<file path="src/rtl/chg_seq_pkg.sv">
package chg_seq_pkg;

  typedef enum logic [2:0] {
    PH_IDLE,
    PH_TRICKLE,
    PH_BULK,
    PH_OVER,
    PH_TOPOFF
  } phase_t;

  // strobes from control to datapath
  typedef struct packed {
    logic cntClear;
    logic cntStep;
  } ctrl_strobe_t;

  localparam logic [1:0] CODE_TRICKLE = 2'b00;
  localparam logic [1:0] CODE_BULK    = 2'b01;
  localparam logic [1:0] CODE_OVER    = 2'b10;
  localparam logic [1:0] CODE_TOPOFF  = 2'b11;

  // positions inside the synchronised flag vector
  localparam int FLAG_REQ   = 0;
  localparam int FLAG_TAPER = 1;
  localparam int FLAG_NEAR  = 2;
  localparam int FLAG_LOW   = 3;
  localparam int FLAG_UVLO  = 4;
  localparam int FLAG_COUNT = 5;

endpackage

</file>
<file path="src/rtl/chg_sync.sv">
module chg_sync #(
  parameter int WIDTH  = 5,
  parameter int STAGES = 2,
  parameter logic [WIDTH-1:0] RST_VAL = '0
) (
  input  logic             clk,
  input  logic             rstN,
  input  logic [WIDTH-1:0] asyncIn,
  output logic [WIDTH-1:0] syncOut
);

  logic [WIDTH-1:0] stg [STAGES];

  always_ff @(posedge clk or negedge rstN) begin
    if (!rstN) begin
      for (int i = 0; i < STAGES; i++) stg[i] <= RST_VAL;
    end else begin
      stg[0] <= asyncIn;
      for (int i = 1; i < STAGES; i++) stg[i] <= stg[i-1];
    end
  end

  assign syncOut = stg[STAGES-1];

endmodule

</file>
<file path="src/rtl/chg_timer.sv">
module chg_timer import chg_seq_pkg::*; #(
  parameter int TIMER_BITS = 14
) (
  input  logic         clk,
  input  logic         rstN,
  input  ctrl_strobe_t strobes,
  input  logic         reqSync,
  output logic         reqRise,
  output logic         expired
);

  localparam logic [TIMER_BITS-1:0] CNT_LAST = {TIMER_BITS{1'b1}};

  logic [TIMER_BITS-1:0] cnt;
  logic                  reqPrev;

  // previous request resets high: a line high out of reset is no edge
  always_ff @(posedge clk or negedge rstN) begin
    if (!rstN) reqPrev <= 1'b1;
    else       reqPrev <= reqSync;
  end

  assign reqRise = reqSync && !reqPrev;

  always_ff @(posedge clk or negedge rstN) begin
    if (!rstN)                cnt <= '0;
    else if (strobes.cntClear) cnt <= '0;
    else if (strobes.cntStep)  cnt <= cnt + 1'b1;
  end

  assign expired = strobes.cntStep && (cnt == CNT_LAST);

  // a cleared counter reads zero next cycle
  assert_cnt_clear_R7: assert property (@(posedge clk) disable iff (!rstN)
    strobes.cntClear |=> (cnt == '0));

  // expiry wraps the count back to zero
  assert_expire_wrap_R7: assert property (@(posedge clk) disable iff (!rstN)
    (expired && !strobes.cntClear) |=> (cnt == '0));

endmodule

</file>
<file path="src/rtl/chg_ctrl.sv">
module chg_ctrl import chg_seq_pkg::*; (
  input  logic         clk,
  input  logic         rstN,
  input  logic         uvloS,
  input  logic         lowS,
  input  logic         nearS,
  input  logic         taperS,
  input  logic         reqS,
  input  logic         reqRise,
  input  logic         expired,
  input  logic         timerTick,
  output ctrl_strobe_t strobes,
  output phase_t       phase,
  output logic         releaseHold
);

  phase_t phaseNext;
  logic   timing;

  assign timing = (phase == PH_OVER) || (phase == PH_TOPOFF);

  always_comb begin
    strobes.cntClear = !timing || uvloS;
    strobes.cntStep  = timing && !uvloS && timerTick;
  end

  always_comb begin
    phaseNext = phase;
    if (uvloS || expired) begin
      phaseNext = PH_IDLE;
    end else begin
      case (phase)
        PH_IDLE:    if (reqRise) phaseNext = lowS ? PH_TRICKLE : PH_BULK;
        PH_TRICKLE: if (!lowS)   phaseNext = PH_BULK;
        PH_BULK:    if (nearS)   phaseNext = PH_OVER;
        PH_OVER:    if (taperS)  phaseNext = PH_TOPOFF;
        PH_TOPOFF:  phaseNext = PH_TOPOFF;
        default:    phaseNext = PH_IDLE;
      endcase
    end
  end

  always_ff @(posedge clk or negedge rstN) begin
    if (!rstN) phase <= PH_IDLE;
    else       phase <= phaseNext;
  end

  always_ff @(posedge clk or negedge rstN) begin
    if (!rstN)        releaseHold <= 1'b0;
    else if (uvloS)   releaseHold <= 1'b0;
    else if (expired) releaseHold <= 1'b1;
    else if (!reqS)   releaseHold <= 1'b0;
  end

  // idle is left only on a request edge
  assert_start_on_edge_R1: assert property (@(posedge clk) disable iff (!rstN)
    (phase == PH_IDLE && !reqRise) |=> (phase == PH_IDLE));

  // top-off is sticky until timeout or lockout
  assert_topoff_sticky_R5: assert property (@(posedge clk) disable iff (!rstN)
    (phase == PH_TOPOFF && !uvloS && !expired) |=> (phase == PH_TOPOFF));

  // expiry shuts down and releases the request line
  assert_timeout_release_R8: assert property (@(posedge clk) disable iff (!rstN)
    (expired && !uvloS) |=> (phase == PH_IDLE && releaseHold));

  // lockout holds idle with release dropped
  assert_uvlo_idle_R9: assert property (@(posedge clk) disable iff (!rstN)
    uvloS |=> (phase == PH_IDLE && !releaseHold));

  // trickle is only entered from idle
  assert_trickle_entry_R3: assert property (@(posedge clk) disable iff (!rstN)
    (phase != PH_IDLE && phase != PH_TRICKLE) |=> (phase != PH_TRICKLE));

endmodule

</file>
<file path="src/rtl/li_charge_sequencer.sv">
module li_charge_sequencer import chg_seq_pkg::*; #(
  parameter int TIMER_BITS  = 14,
  parameter int SYNC_STAGES = 2
) (
  input  logic       clk,
  input  logic       rstN,
  input  logic       uvloIn,
  input  logic       chgReqIn,
  input  logic       lowBattIn,
  input  logic       nearTargetIn,
  input  logic       taperIn,
  input  logic       timerTick,
  output logic [1:0] stateCode,
  output logic       timerOscEn,
  output logic       voltageMode,
  output logic       driveEn,
  output logic       chgRelease
);

  localparam logic [FLAG_COUNT-1:0] SYNC_RST = FLAG_COUNT'(1) << FLAG_REQ;

  logic [FLAG_COUNT-1:0] flagRaw, flagSync;
  ctrl_strobe_t          strobes;
  phase_t                phase;
  logic                  reqRise, expired, releaseHold;

  always_comb begin
    flagRaw             = '0;
    flagRaw[FLAG_REQ]   = chgReqIn;
    flagRaw[FLAG_TAPER] = taperIn;
    flagRaw[FLAG_NEAR]  = nearTargetIn;
    flagRaw[FLAG_LOW]   = lowBattIn;
    flagRaw[FLAG_UVLO]  = uvloIn;
  end

  chg_sync #(.WIDTH(FLAG_COUNT), .STAGES(SYNC_STAGES), .RST_VAL(SYNC_RST)) uSync (
    .clk(clk), .rstN(rstN), .asyncIn(flagRaw), .syncOut(flagSync)
  );

  chg_timer #(.TIMER_BITS(TIMER_BITS)) uTimer (
    .clk(clk), .rstN(rstN), .strobes(strobes), .reqSync(flagSync[FLAG_REQ]),
    .reqRise(reqRise), .expired(expired)
  );

  chg_ctrl uCtrl (
    .clk(clk), .rstN(rstN),
    .uvloS(flagSync[FLAG_UVLO]), .lowS(flagSync[FLAG_LOW]),
    .nearS(flagSync[FLAG_NEAR]), .taperS(flagSync[FLAG_TAPER]),
    .reqS(flagSync[FLAG_REQ]), .reqRise(reqRise), .expired(expired),
    .timerTick(timerTick), .strobes(strobes), .phase(phase),
    .releaseHold(releaseHold)
  );

  always_comb begin
    case (phase)
      PH_BULK:   stateCode = CODE_BULK;
      PH_OVER:   stateCode = CODE_OVER;
      PH_TOPOFF: stateCode = CODE_TOPOFF;
      default:   stateCode = CODE_TRICKLE;
    endcase
  end

  assign timerOscEn  = (phase == PH_OVER) || (phase == PH_TOPOFF);
  assign voltageMode = timerOscEn;
  assign driveEn     = (phase != PH_IDLE);
  assign chgRelease  = releaseHold;

endmodule

</file>
<file path="config.mk">
export PLATFORM = sky130hd
export DESIGN_NAME = li_charge_sequencer
export DESIGN_NICKNAME = d
export VERILOG_FILES = /design/src/rtl/chg_seq_pkg.sv /design/src/rtl/chg_sync.sv /design/src/rtl/chg_timer.sv /design/src/rtl/chg_ctrl.sv /design/src/rtl/li_charge_sequencer.sv
export SDC_FILE = /design/constraint.sdc
export NUM_CORES = 1
export LEC_CHECK = 0
export CAP_MARGIN = 20
export CORE_UTILIZATION = 31
export DETAILED_ROUTE_END_ITERATION = 8
export PLACE_DENSITY = 0.48
export SYNTH_ARGS = -nofsm -noshare
export SYNTH_HDL_FRONTEND = slang
export SYNTH_SLANG_ARGS = --single-unit
</file>
<file path="constraint.sdc">
create_clock -name clk -period 3.1 [get_ports clk]
set_clock_uncertainty 0.2 [all_clocks]
set_input_delay 0.465 -clock clk [delete_from_list [all_inputs] [get_ports clk]]
set_output_delay 0.465 -clock clk [all_outputs]
set_load 0.02 [all_outputs]
</file>
==> key figures <==
Clocking
  – CTS tree: done
  – Root Buffer: clkbuf_8
  – Setup repair bufs after CTS: 0
  – Resized cells post-CTS: 0
  – Worst-Skew Late Latency: 280 ps
  – Max Root-Sink Buffers: 2
  – Cts bufs inserted: 5
  – H-tree depth: 2
  – CTS sink cnt: 29
  – # hold bufs at CTS: 0
  – CTS clk-pin slew, worst paths: 60 ps

Detailed routing
  – Drt total wl: 2008 um
  – First-pass DRT Iterations: 2
  – Drt initial violations: 35
  – Routed vias: 804
  – # DRC: 0
  – Antenna Nets Post-Route: 0
  – WL/cell: 11.41 um
  – Routed vias/inst: 4.568

Worst setup path
  – Crit. path cell count: 4
  – Maximum fanout count along the critical path: 9
  – R2R Setup Slk: 1150 ps
  – Required @ worst endpoint: 2430 ps
  – Slowest CP cell: clkdlybuf4s50_1
  – R2r worst-path depth: 5
  – Critical path buffer and inverter count: 1
  – Critical Path AT: 1730 ps
  – Worst path max stage delay: 640 ps
  – Crit path cell chain: nor2_1 -> nand2_1 -> o21ai_0 -> clkdlybuf4s50_1
  – Setup CP Type: reg -> out
  – R2R Path End: uCtrl.phase[2]
  – Reg2reg start: uCtrl.phase[1]
  – Crit end category: primary output
  – Worst setup SP type: flop
  – CP delay by family, top: buffers and inverters

Global route
  – Vias in the first global route: 825
  – Largest net degree at the start of global routing: 30
  – First-pass GRT wire length: 3643 um
  – All-Layer GR Usage: 0.1164
  – Remaining Overflow, GRT: 0
  – Initial antenna violation count: 0

Cells and area
  – Layout cell share with drive strength beyond 1: 0.1328
  – Commonest non-fill, non-tap cell in the layout: dfrtp_1
  – Fillcell total: 375
  – Final Instance Area: 1548 um^2
  – Area Overhead vs Synth: 21.16%
  – Most frequent cells in the layout: dfrtp_1 (26), nor2_1 (19), clkdlybuf4s50_1 (13)
  – Nets: 136
  – # diodes: 0

Placed design
  – Port buffer count: 13
  – Final GP Congestion: 0.7966
  – HPWL after detailed placement: 1389 um
  – Placed cell area: 1428 um^2
  – Dpl ws: 847.3 ps

Floorplan
  – Core box area: 3799 um^2
  – Chip height: 66.20 um
  – Die Wd: 66.20 um
  – Initial Util: 0.3363
  – # rows: 22
  – Die ar.: 4382 um^2
  – Io pins: 14

Power and ir drop
  – Pwr Density: 546.7 nW/um^2
  – P_leak: 0.6339 nW
  – Tot Pwr: 0.0008462 W
  – Maximum VDD drop: 0.3192 mV

Worst hold path
  – Hold Crit Endpoint: uSync.syncOut[3]
  – Worst Hold Depth: 0
  – Hold crit path type: reg -> reg
  – Hold Startpoint: uSync.stg[8]

Timing
  – Crit path setup slack, layout: 705.0 ps
  – Max Freq: 417.5 MHz
  – Final Hold Fails: 0
  – Worst slew margin: 0.6782
  – Max-slew violations: 0
  – Final Cycle Share: 0.7726
  – Setup violations, final: 0
  – Worst-margin pin slew: 482.6 ps
  – Minimum clock period: 2395 ps
  – Setup TNS: 0 ps
  – RSZ-0062 raised after global routing: no

Run status
  – Status: complete, no violations

Synthesis
  – Mapped Cells: 113
  – Register area share after synthesis: 0.5710
  – Syn avg cell area: 11.31 um^2
  – Register bit count reported by yosys: 29
  – Synth warn: 0
  – Synth unique cells: 30
  – Syn_nets: 122
  – Post-Syn Area: 1277 um^2

Flow run
  – Max Cap Violations: 0
final cells by class:
| type | count | area, um^2 | area share |
|---|---|---|---|
| Sequential cell | 29 | 729.5 | 0.4713 |
| Multi-Input combinational cell | 74 | 485.5 | 0.3137 |
| Timing Repair Buffer | 15 | 145.1 | 0.09378 |
| Clock buffer | 6 | 82.58 | 0.05336 |
| Tap cell | 48 | 60.06 | 0.03880 |
| Clock inverter | 2 | 37.54 | 0.02425 |
| Inverter | 2 | 7.507 | 0.004850 |
synth_stat cells:
| master | count | share of area |
|---|---|---|
| and2_1 | 2 | 0.0098 |
| a21oi_2 | 1 | 0.0069 |
| a21boi_0 | 1 | 0.0059 |
| xnor2_1 | 5 | 0.034 |
| and4_1 | 4 | 0.027 |
| nand4_1 | 3 | 0.015 |
| buf_4 | 1 | 0.0059 |
| nand3_1 | 4 | 0.016 |
| nand2_1 | 5 | 0.015 |
| buf_2 | 5 | 0.020 |
| or3_1 | 2 | 0.0098 |
| inv_1 | 2 | 0.0059 |
| o21bai_1 | 1 | 0.0059 |
| o21ai_0 | 5 | 0.020 |
| ha_1 | 1 | 0.0098 |
| dfstp_2 | 3 | 0.062 |
| and3_1 | 1 | 0.0049 |
| a21oi_1 | 3 | 0.012 |
| xor2_1 | 8 | 0.055 |
| dfrtp_1 | 26 | 0.51 |
| nor4_4 | 1 | 0.017 |
| nand3_4 | 1 | 0.014 |
| buf_6 | 2 | 0.018 |
| nand3b_1 | 1 | 0.0059 |
| nand2b_1 | 2 | 0.0098 |
| o31a_1 | 1 | 0.0069 |
| a211oi_1 | 1 | 0.0059 |
| nor2_1 | 19 | 0.056 |
| nor4b_2 | 1 | 0.012 |
| mux2i_1 | 1 | 0.0078 |
worst reg2reg max path, stage by stage, from the launching register on:
cell and delay (ps):
dfrtp_1 470, and2_1 230, a21oi_2 420, buf_4 250, nor4_4 70, a211oi_1 210
registers in the layout (all words and copies together), names as in the netlist:
signal and count:
uCtrl.releaseHold 1, uTimer.reqPrev 1, uTimer.cnt 14, uSync.stg 5, uSync.syncOut 5, uCtrl.phase 3
through the flow:
| step | cells | hold slack (ps) | utilization |
|---|---|---|---|
| 2_1_floorplan | 113 | -30.59 | - |
| 4_1_cts | 176 | 149.9 | 0.4074 |
| 3_5_place_dp | 168 | 134.7 | 0.3758 |
| 3_3_place_gp | 168 | 133.9 | 0.3758 |
| 6_report | 176 | 147.8 | 0.4074 |
| 5_1_grt | 176 | 159.9 | 0.4074 |
layer usage:
layer  part of all wire  GRT usage  vias to the layer above
met5                  0          0                        -
met4              0.029    0.07181                        0
met3              0.052    0.04655                        6
met2               0.42     0.1735                       15
met1               0.50     0.1390                      373
li1                   -          -                      410
kinds of logic after synthesis:
logic type,synth area share
XOR/XNOR,0.08913
AND/OR/NAND/NOR,0.2106
multiplexers,0.007836
buffers and inverters,0.04897
adder cells (fa/ha/maj),0.009793
flip-flops,0.5710
AO/OA/AOI/OAI,0.06269
worst max-delay path by stage:
stage,start,endpoint,slack [ps]
6_report,uCtrl.phase[0],voltageMode,710
5_1_grt,uCtrl.phase[1],timerOscEn,560
2_1_floorplan,uCtrl.phase[1],voltageMode,1120
4_1_cts,uCtrl.phase[0],voltageMode,670
3_3_place_gp,timerTick,uTimer.cnt[13],910
3_5_place_dp,timerTick,uTimer.cnt[13],850
report_power, final:
part	switching (W)	leakage [nW]	internal, W	total (W)
Sequential	0.00000789	0.375	0.000389	0.000397
Combinational	0.0000207	0.201	0.0000213	0.0000419
Clock	0.000146	0.0574	0.000261	0.000407
Total	0.000175	0.634	0.000671	0.000846
Power figures use the tool's default switching activity.
